[config.mk]
export PLATFORM = sky130hd
export DESIGN_NAME = dma_chan_regs
export DESIGN_NICKNAME = d
export VERILOG_FILES = /design/src/rtl/dma_chan_regs.sv
export SDC_FILE = /design/constraint.sdc
export NUM_CORES = 1
export LEC_CHECK = 0
export ABC_CLOCK_PERIOD_IN_PS = 7800
export BUFFER_PORTS_ARGS = -buffer_cell sky130_fd_sc_hd__buf_4
export CAP_MARGIN = 20
export CELL_PAD_IN_SITES_DETAIL_PLACEMENT = 1
export CELL_PAD_IN_SITES_GLOBAL_PLACEMENT = 2
export CORE_MARGIN = 2
export CORE_UTILIZATION = 45
export CTS_BUF_LIST = sky130_fd_sc_hd__clkbuf_16
export CTS_CLUSTER_SIZE = 12
export DETAILED_ROUTE_END_ITERATION = 12
export PLACE_DENSITY_LB_ADDON = 0.05
export SYNTH_ARGS = -nofsm -noshare
export SYNTH_HDL_FRONTEND = slang
export SYNTH_SLANG_ARGS = --single-unit
[constraint.sdc]
create_clock -name clk -period 7.8 [get_ports clk]
set_clock_uncertainty 0.15 [all_clocks]
set_input_delay 0.78 -clock clk [delete_from_list [all_inputs] [get_ports clk]]
set_output_delay 0.78 -clock clk [all_outputs]
set_load 0.02 [all_outputs]
[src/rtl/dma_chan_regs.sv]
module dma_chan_regs #(
  parameter int NCH   = 4,
  parameter int CNT_W = 16,
  parameter int MODE_W = 6
) (
  input  logic                    clk,
  input  logic                    rst_n,
  input  logic [3:0]              io_addr,
  input  logic [7:0]              io_wdata,
  input  logic                    io_wr,
  input  logic                    io_rd,
  output logic [7:0]              io_rdata,
  input  logic                    xfer_stb,
  input  logic [1:0]              xfer_ch,
  output logic [NCH-1:0]          ch_mask,
  output logic [NCH*MODE_W-1:0]   ch_mode,
  output logic [7:0]              cmd_reg,
  output logic [NCH-1:0]          req_pend
);
  localparam logic [3:0] OFS_CMD = 4'h8, OFS_REQ = 4'h9, OFS_SMASK = 4'hA, OFS_MODE = 4'hB,
                         OFS_PTR = 4'hC, OFS_MCLR = 4'hD, OFS_UNMASK = 4'hE, OFS_AMASK = 4'hF;

  logic [NCH-1:0][CNT_W-1:0]  addr_q, cnt_q;
  logic [NCH-1:0][MODE_W-1:0] mode_q;
  logic [NCH-1:0] mask_q, tc_q, req_q;
  logic [7:0] cmd_q;
  logic ptr_q;

  wire       ch_port  = ~io_addr[3];
  wire [1:0] pch      = io_addr[2:1];
  wire       is_cnt   = io_addr[0];
  wire       acc      = ch_port & (io_wr | io_rd);
  wire       stat_rd  = io_rd & (io_addr == OFS_CMD);
  wire       mclr     = io_wr & (io_addr == OFS_MCLR);
  wire       dec      = xfer_stb & ~mask_q[xfer_ch];
  wire       bus_hit  = io_wr & ch_port & is_cnt & (pch == xfer_ch);
  wire [CNT_W-1:0] sel = is_cnt ? cnt_q[pch] : addr_q[pch];

  assign ch_mask  = mask_q;
  assign ch_mode  = mode_q;
  assign cmd_reg  = cmd_q;
  assign req_pend = req_q;

  always_comb begin
    io_rdata = 8'h00;
    if (io_rd) begin
      if (ch_port)                  io_rdata = ptr_q ? sel[15:8] : sel[7:0];
      else if (io_addr == OFS_CMD)  io_rdata = {req_q, tc_q};
    end
  end

  always_ff @(posedge clk or negedge rst_n) begin
    if (!rst_n) begin
      addr_q <= '0; cnt_q <= '0; mode_q <= '0;
      mask_q <= '1; tc_q <= '0; req_q <= '0; cmd_q <= '0; ptr_q <= 1'b0;
    end else begin
      if (acc) ptr_q <= ~ptr_q;
      if (stat_rd) tc_q <= '0;
      if (dec && !bus_hit) begin
        cnt_q[xfer_ch] <= cnt_q[xfer_ch] - 1'b1;
        if (cnt_q[xfer_ch] == '0) tc_q[xfer_ch] <= 1'b1;
      end
      if (io_wr) begin
        if (ch_port) begin
          if (is_cnt) begin
            if (ptr_q) cnt_q[pch][15:8] <= io_wdata; else cnt_q[pch][7:0] <= io_wdata;
          end else begin
            if (ptr_q) addr_q[pch][15:8] <= io_wdata; else addr_q[pch][7:0] <= io_wdata;
          end
        end else begin
          case (io_addr)
            OFS_CMD:    cmd_q <= io_wdata;
            OFS_REQ:    req_q[io_wdata[1:0]] <= io_wdata[2];
            OFS_SMASK:  mask_q[io_wdata[1:0]] <= io_wdata[2];
            OFS_MODE:   mode_q[io_wdata[1:0]] <= io_wdata[7:2];
            OFS_PTR:    ptr_q <= 1'b0;
            OFS_MCLR: begin
              mask_q <= '1; ptr_q <= 1'b0; cmd_q <= '0; req_q <= '0; tc_q <= '0;
            end
            OFS_UNMASK: mask_q <= '0;
            OFS_AMASK:  mask_q <= io_wdata[3:0];
            default: ;
          endcase
        end
      end
    end
  end

  AST_PTR_CLR: assert property (@(posedge clk) disable iff (!rst_n)
    (io_wr && io_addr == OFS_PTR) |=> !ptr_q);
  AST_MASKED_HOLD: assert property (@(posedge clk) disable iff (!rst_n)
    (xfer_stb && mask_q[xfer_ch] && !io_wr) |=> $stable(cnt_q));
  AST_TC_WRAP: assert property (@(posedge clk) disable iff (!rst_n)
    (dec && !bus_hit && !mclr && cnt_q[xfer_ch] == '0) |=> (tc_q != '0));
  AST_STAT_CLR: assert property (@(posedge clk) disable iff (!rst_n)
    (stat_rd && !xfer_stb) |=> (tc_q == '0));
  AST_MCLR_MASK: assert property (@(posedge clk) disable iff (!rst_n)
    mclr |=> (mask_q == '1 && req_q == '0 && cmd_q == 8'h00));
endmodule

==> impl_metrics.toml <==
[run_status]
status = "finished clean"

[worst_hold_path]
hold_class = "primary input to async pin"

[yosys]
yosysTopAreaCell = "dfrtp_1"
synth_flop_cell = "dfrtp_1"
synth_top_cells_by_area = "dfrtp_1, mux4_2, mux2_2"
syn_inst = 764
synth_edf_count = 0
yosys-top-cells-count = "dfrtp_1, mux2_2, nand2_1"
ys_types = 51
ys_warn_count = 0
ys_async_sr_fraction_pct = 100
yosysMostFrequentCell = "dfrtp_1"
netlist_area_um2 = 9100
synth_top_area_share_pct = 46.5
synth_fp_nets = 784
synth-seq-cells = 173
syn_area_per_cell_um2 = 11.9
ys_seq_area_share_pct = 47.6

[worst_setup_path]
reg2reg_slack_ps = 4680
critPathRequiredTime_ps = 6870
worst_r2r_path_depth = 6
crit_path_end_kind = "output port"
cp_max_fo = 43
cp_cell_sequence = "buf_4, mux4_2, mux4_2, a32o_1, buf_4"
timing.rr.end = "cnt_q[31]"
slowest_stage = "mux4_2"
cp_slowest_stage_delay_ps = 660
crit_family = "multiplexers"
cp-start-kind = "primary input"
worstPathArrival_ps = 3120
critPathBufInv = 2
crit_type = "primary input to output port"
r2r_start = "cnt_q[55]"

[cts]
clock-sinks = 173
ctsHoldBuffers = 0
clockBufferDepth = 2
clockRootBuffer = "clkbuf_16"
htree_levels = 4
cts-buffers-inserted = 17
worstSkewPairLatency_ps = 430
cts_tree = "built"
path_clk_slew_ps = 80
postCtsSetupBuffers = 0
post_cts_resized = 0

[final_layout]
fin_util_pct = 51.9
n_antenna_cell = 0
syn2layout_area_growth_pct = 14.3
drive_gt1_share_pct = 32.8
fillers = 2152
nets = 822

[sta]
final.period_utilization_pct = 51.9
fmax_mhz = 247
post-route-min-period_ps = 4050
hold_viol = 0
fin_hold_ws_ps = 314
rsz0062_at_grt = "false"
fin_ws_ps = 3750
setup_tns_ps = 0
slew_viol_final = 0
setup_viol = 0
relSlewSlack_pct = 21.3
tightest_slew_ps = 1170

[floorplan]
dieArea_um2 = 21400
row_count = 52
coreArea_um2 = 20000
io_pins = 67
die_x_um = 146
die_h_um = 146
initial_core_util_pct = 45.4

[route]
firstDrtPassIters = 4
vias = 6865
drtIter0Drc = 480
wl_um = 29100
drcViolationCount = 0
drtAntennaViolNets = 0
vias_per_cell = 6.33
wl_per_cell_um = 26.9

[power]
peakVddDrop_uv = 164
p_leak_nw = 4.36
power_density_nw_per_um2 = 319

[grt]
antenna_found_initial = 0
grt_usage_pct = 28.2
grt_pass1_wl_um = 45300
gr-total-overflow = 0
grt_max_degree = 104
grt_pass1_vias = 7407

[place]
gp_routability_congestion = 0.822
port_buffers = 66
hpwlAfterDp_um = 19400
post-place-ws_ps = 3740

[job]
maxCapViolCount = 0
==> worst max path at each step <==
stage	from	end	cells after the start	slack, ps
after global routing	io_addr[1]	io_rdata[2]	5	3650
after floorplan	io_addr[1]	io_rdata[0]	5	3960
after global placement	io_addr[1]	io_rdata[2]	5	3710
after CTS	io_addr[1]	io_rdata[2]	5	3740
after detailed placement	io_addr[1]	io_rdata[2]	5	3740
final	io_addr[1]	io_rdata[2]	5	3750
==> through the flow <==
step / area (µm²) / cells / total power (W)
2_1_floorplan: 9100 / 764 / 0.00210
3_3_place_gp: 9800 / 1050 / 0.00241
3_5_place_dp: 9800 / 1051 / 0.00249
4_1_cts: 10400 / 1082 / 0.00333
5_1_grt: 10400 / 1084 / 0.00349
6_report: 10400 / 1084 / 0.00332
==> area by class of cell <==
| class | instances | area, µm² | share of cell area (%) |
|---|---|---|---|
| Clock buffer | 17 | 425 | 4.09 |
| Clock inverter | 14 | 151 | 1.46 |
| Inverter | 6 | 22.5 | 0.217 |
| Multi-Input combinational cell | 527 | 4540 | 43.7 |
| Sequential cell | 173 | 4330 | 41.7 |
| Tap cell | 270 | 338 | 3.25 |
| Timing Repair Buffer | 77 | 589 | 5.67 |
==> metal layers <==
metal,up-vias,part of all wire [%],track usage (%),wire (µm)
met5,-,0,0,0
met3,59,6.0,6.56,1760
met1,3639,43,38.4,12600
li1,2934,-,-,-
met2,233,47,45.0,13800
met4,0,3.3,9.76,959
==> report_power, final <==
group	internal, W	leakage (nW)	switching [W]	total, W
logic	0.000537	1.92	0.000547	0.00108
clock network	0.000425	0.272	0.000414	0.000840
registers	0.00118	2.17	0.000211	0.00139
==> layout by cell type, fill, tap and decap left out, types with 3 or more instances in the layout <==
| cell | instances |
|---|---|
| buf_4 | 75 |
| clkinvlp_4 | 3 |
| nand4_1 | 3 |
| nor3_1 | 23 |
| clkbuf_16 | 17 |
| mux2_2 | 90 |
| a22o_1 | 11 |
| nand2_1 | 71 |
| nor2_1 | 65 |
| nand2b_1 | 7 |
| or4_1 | 3 |
| dfrtp_1 | 169 |
| and2_1 | 3 |
| o21a_1 | 3 |
| nand3_1 | 5 |
| o21ai_0 | 50 |
| mux4_2 | 56 |
| inv_8 | 4 |
| a221o_1 | 16 |
| a32o_1 | 8 |
| a21oi_1 | 19 |
| xnor2_1 | 7 |
| inv_1 | 5 |
| clkinv_8 | 3 |
| and3_1 | 9 |
| mux2i_1 | 15 |
| o31ai_1 | 14 |
| dfstp_2 | 4 |
| nor3b_1 | 10 |
| xor2_1 | 4 |
| o31a_1 | 3 |
==> cell families (layout without fill, tap and decap cells) <==
| logic type | count (synthesis) | after routing | share of synthesized area [%] |
|---|---|---|---|
| AOI/OAI and AO/OA | 135 | 135 | 10.1 |
| buffers and inverters | 64 | 114 | 2.74 |
| xor gates and xnor gates | 11 | 11 | 1.06 |
| DFF | 173 | 173 | 47.6 |
| muxes | 162 | 162 | 26.9 |
| adders and majority gates | 1 | 1 | 0.137 |
| and+or+nand+nor | 218 | 218 | 11.4 |
Note: power is estimated with default switching activity, not from simulation.
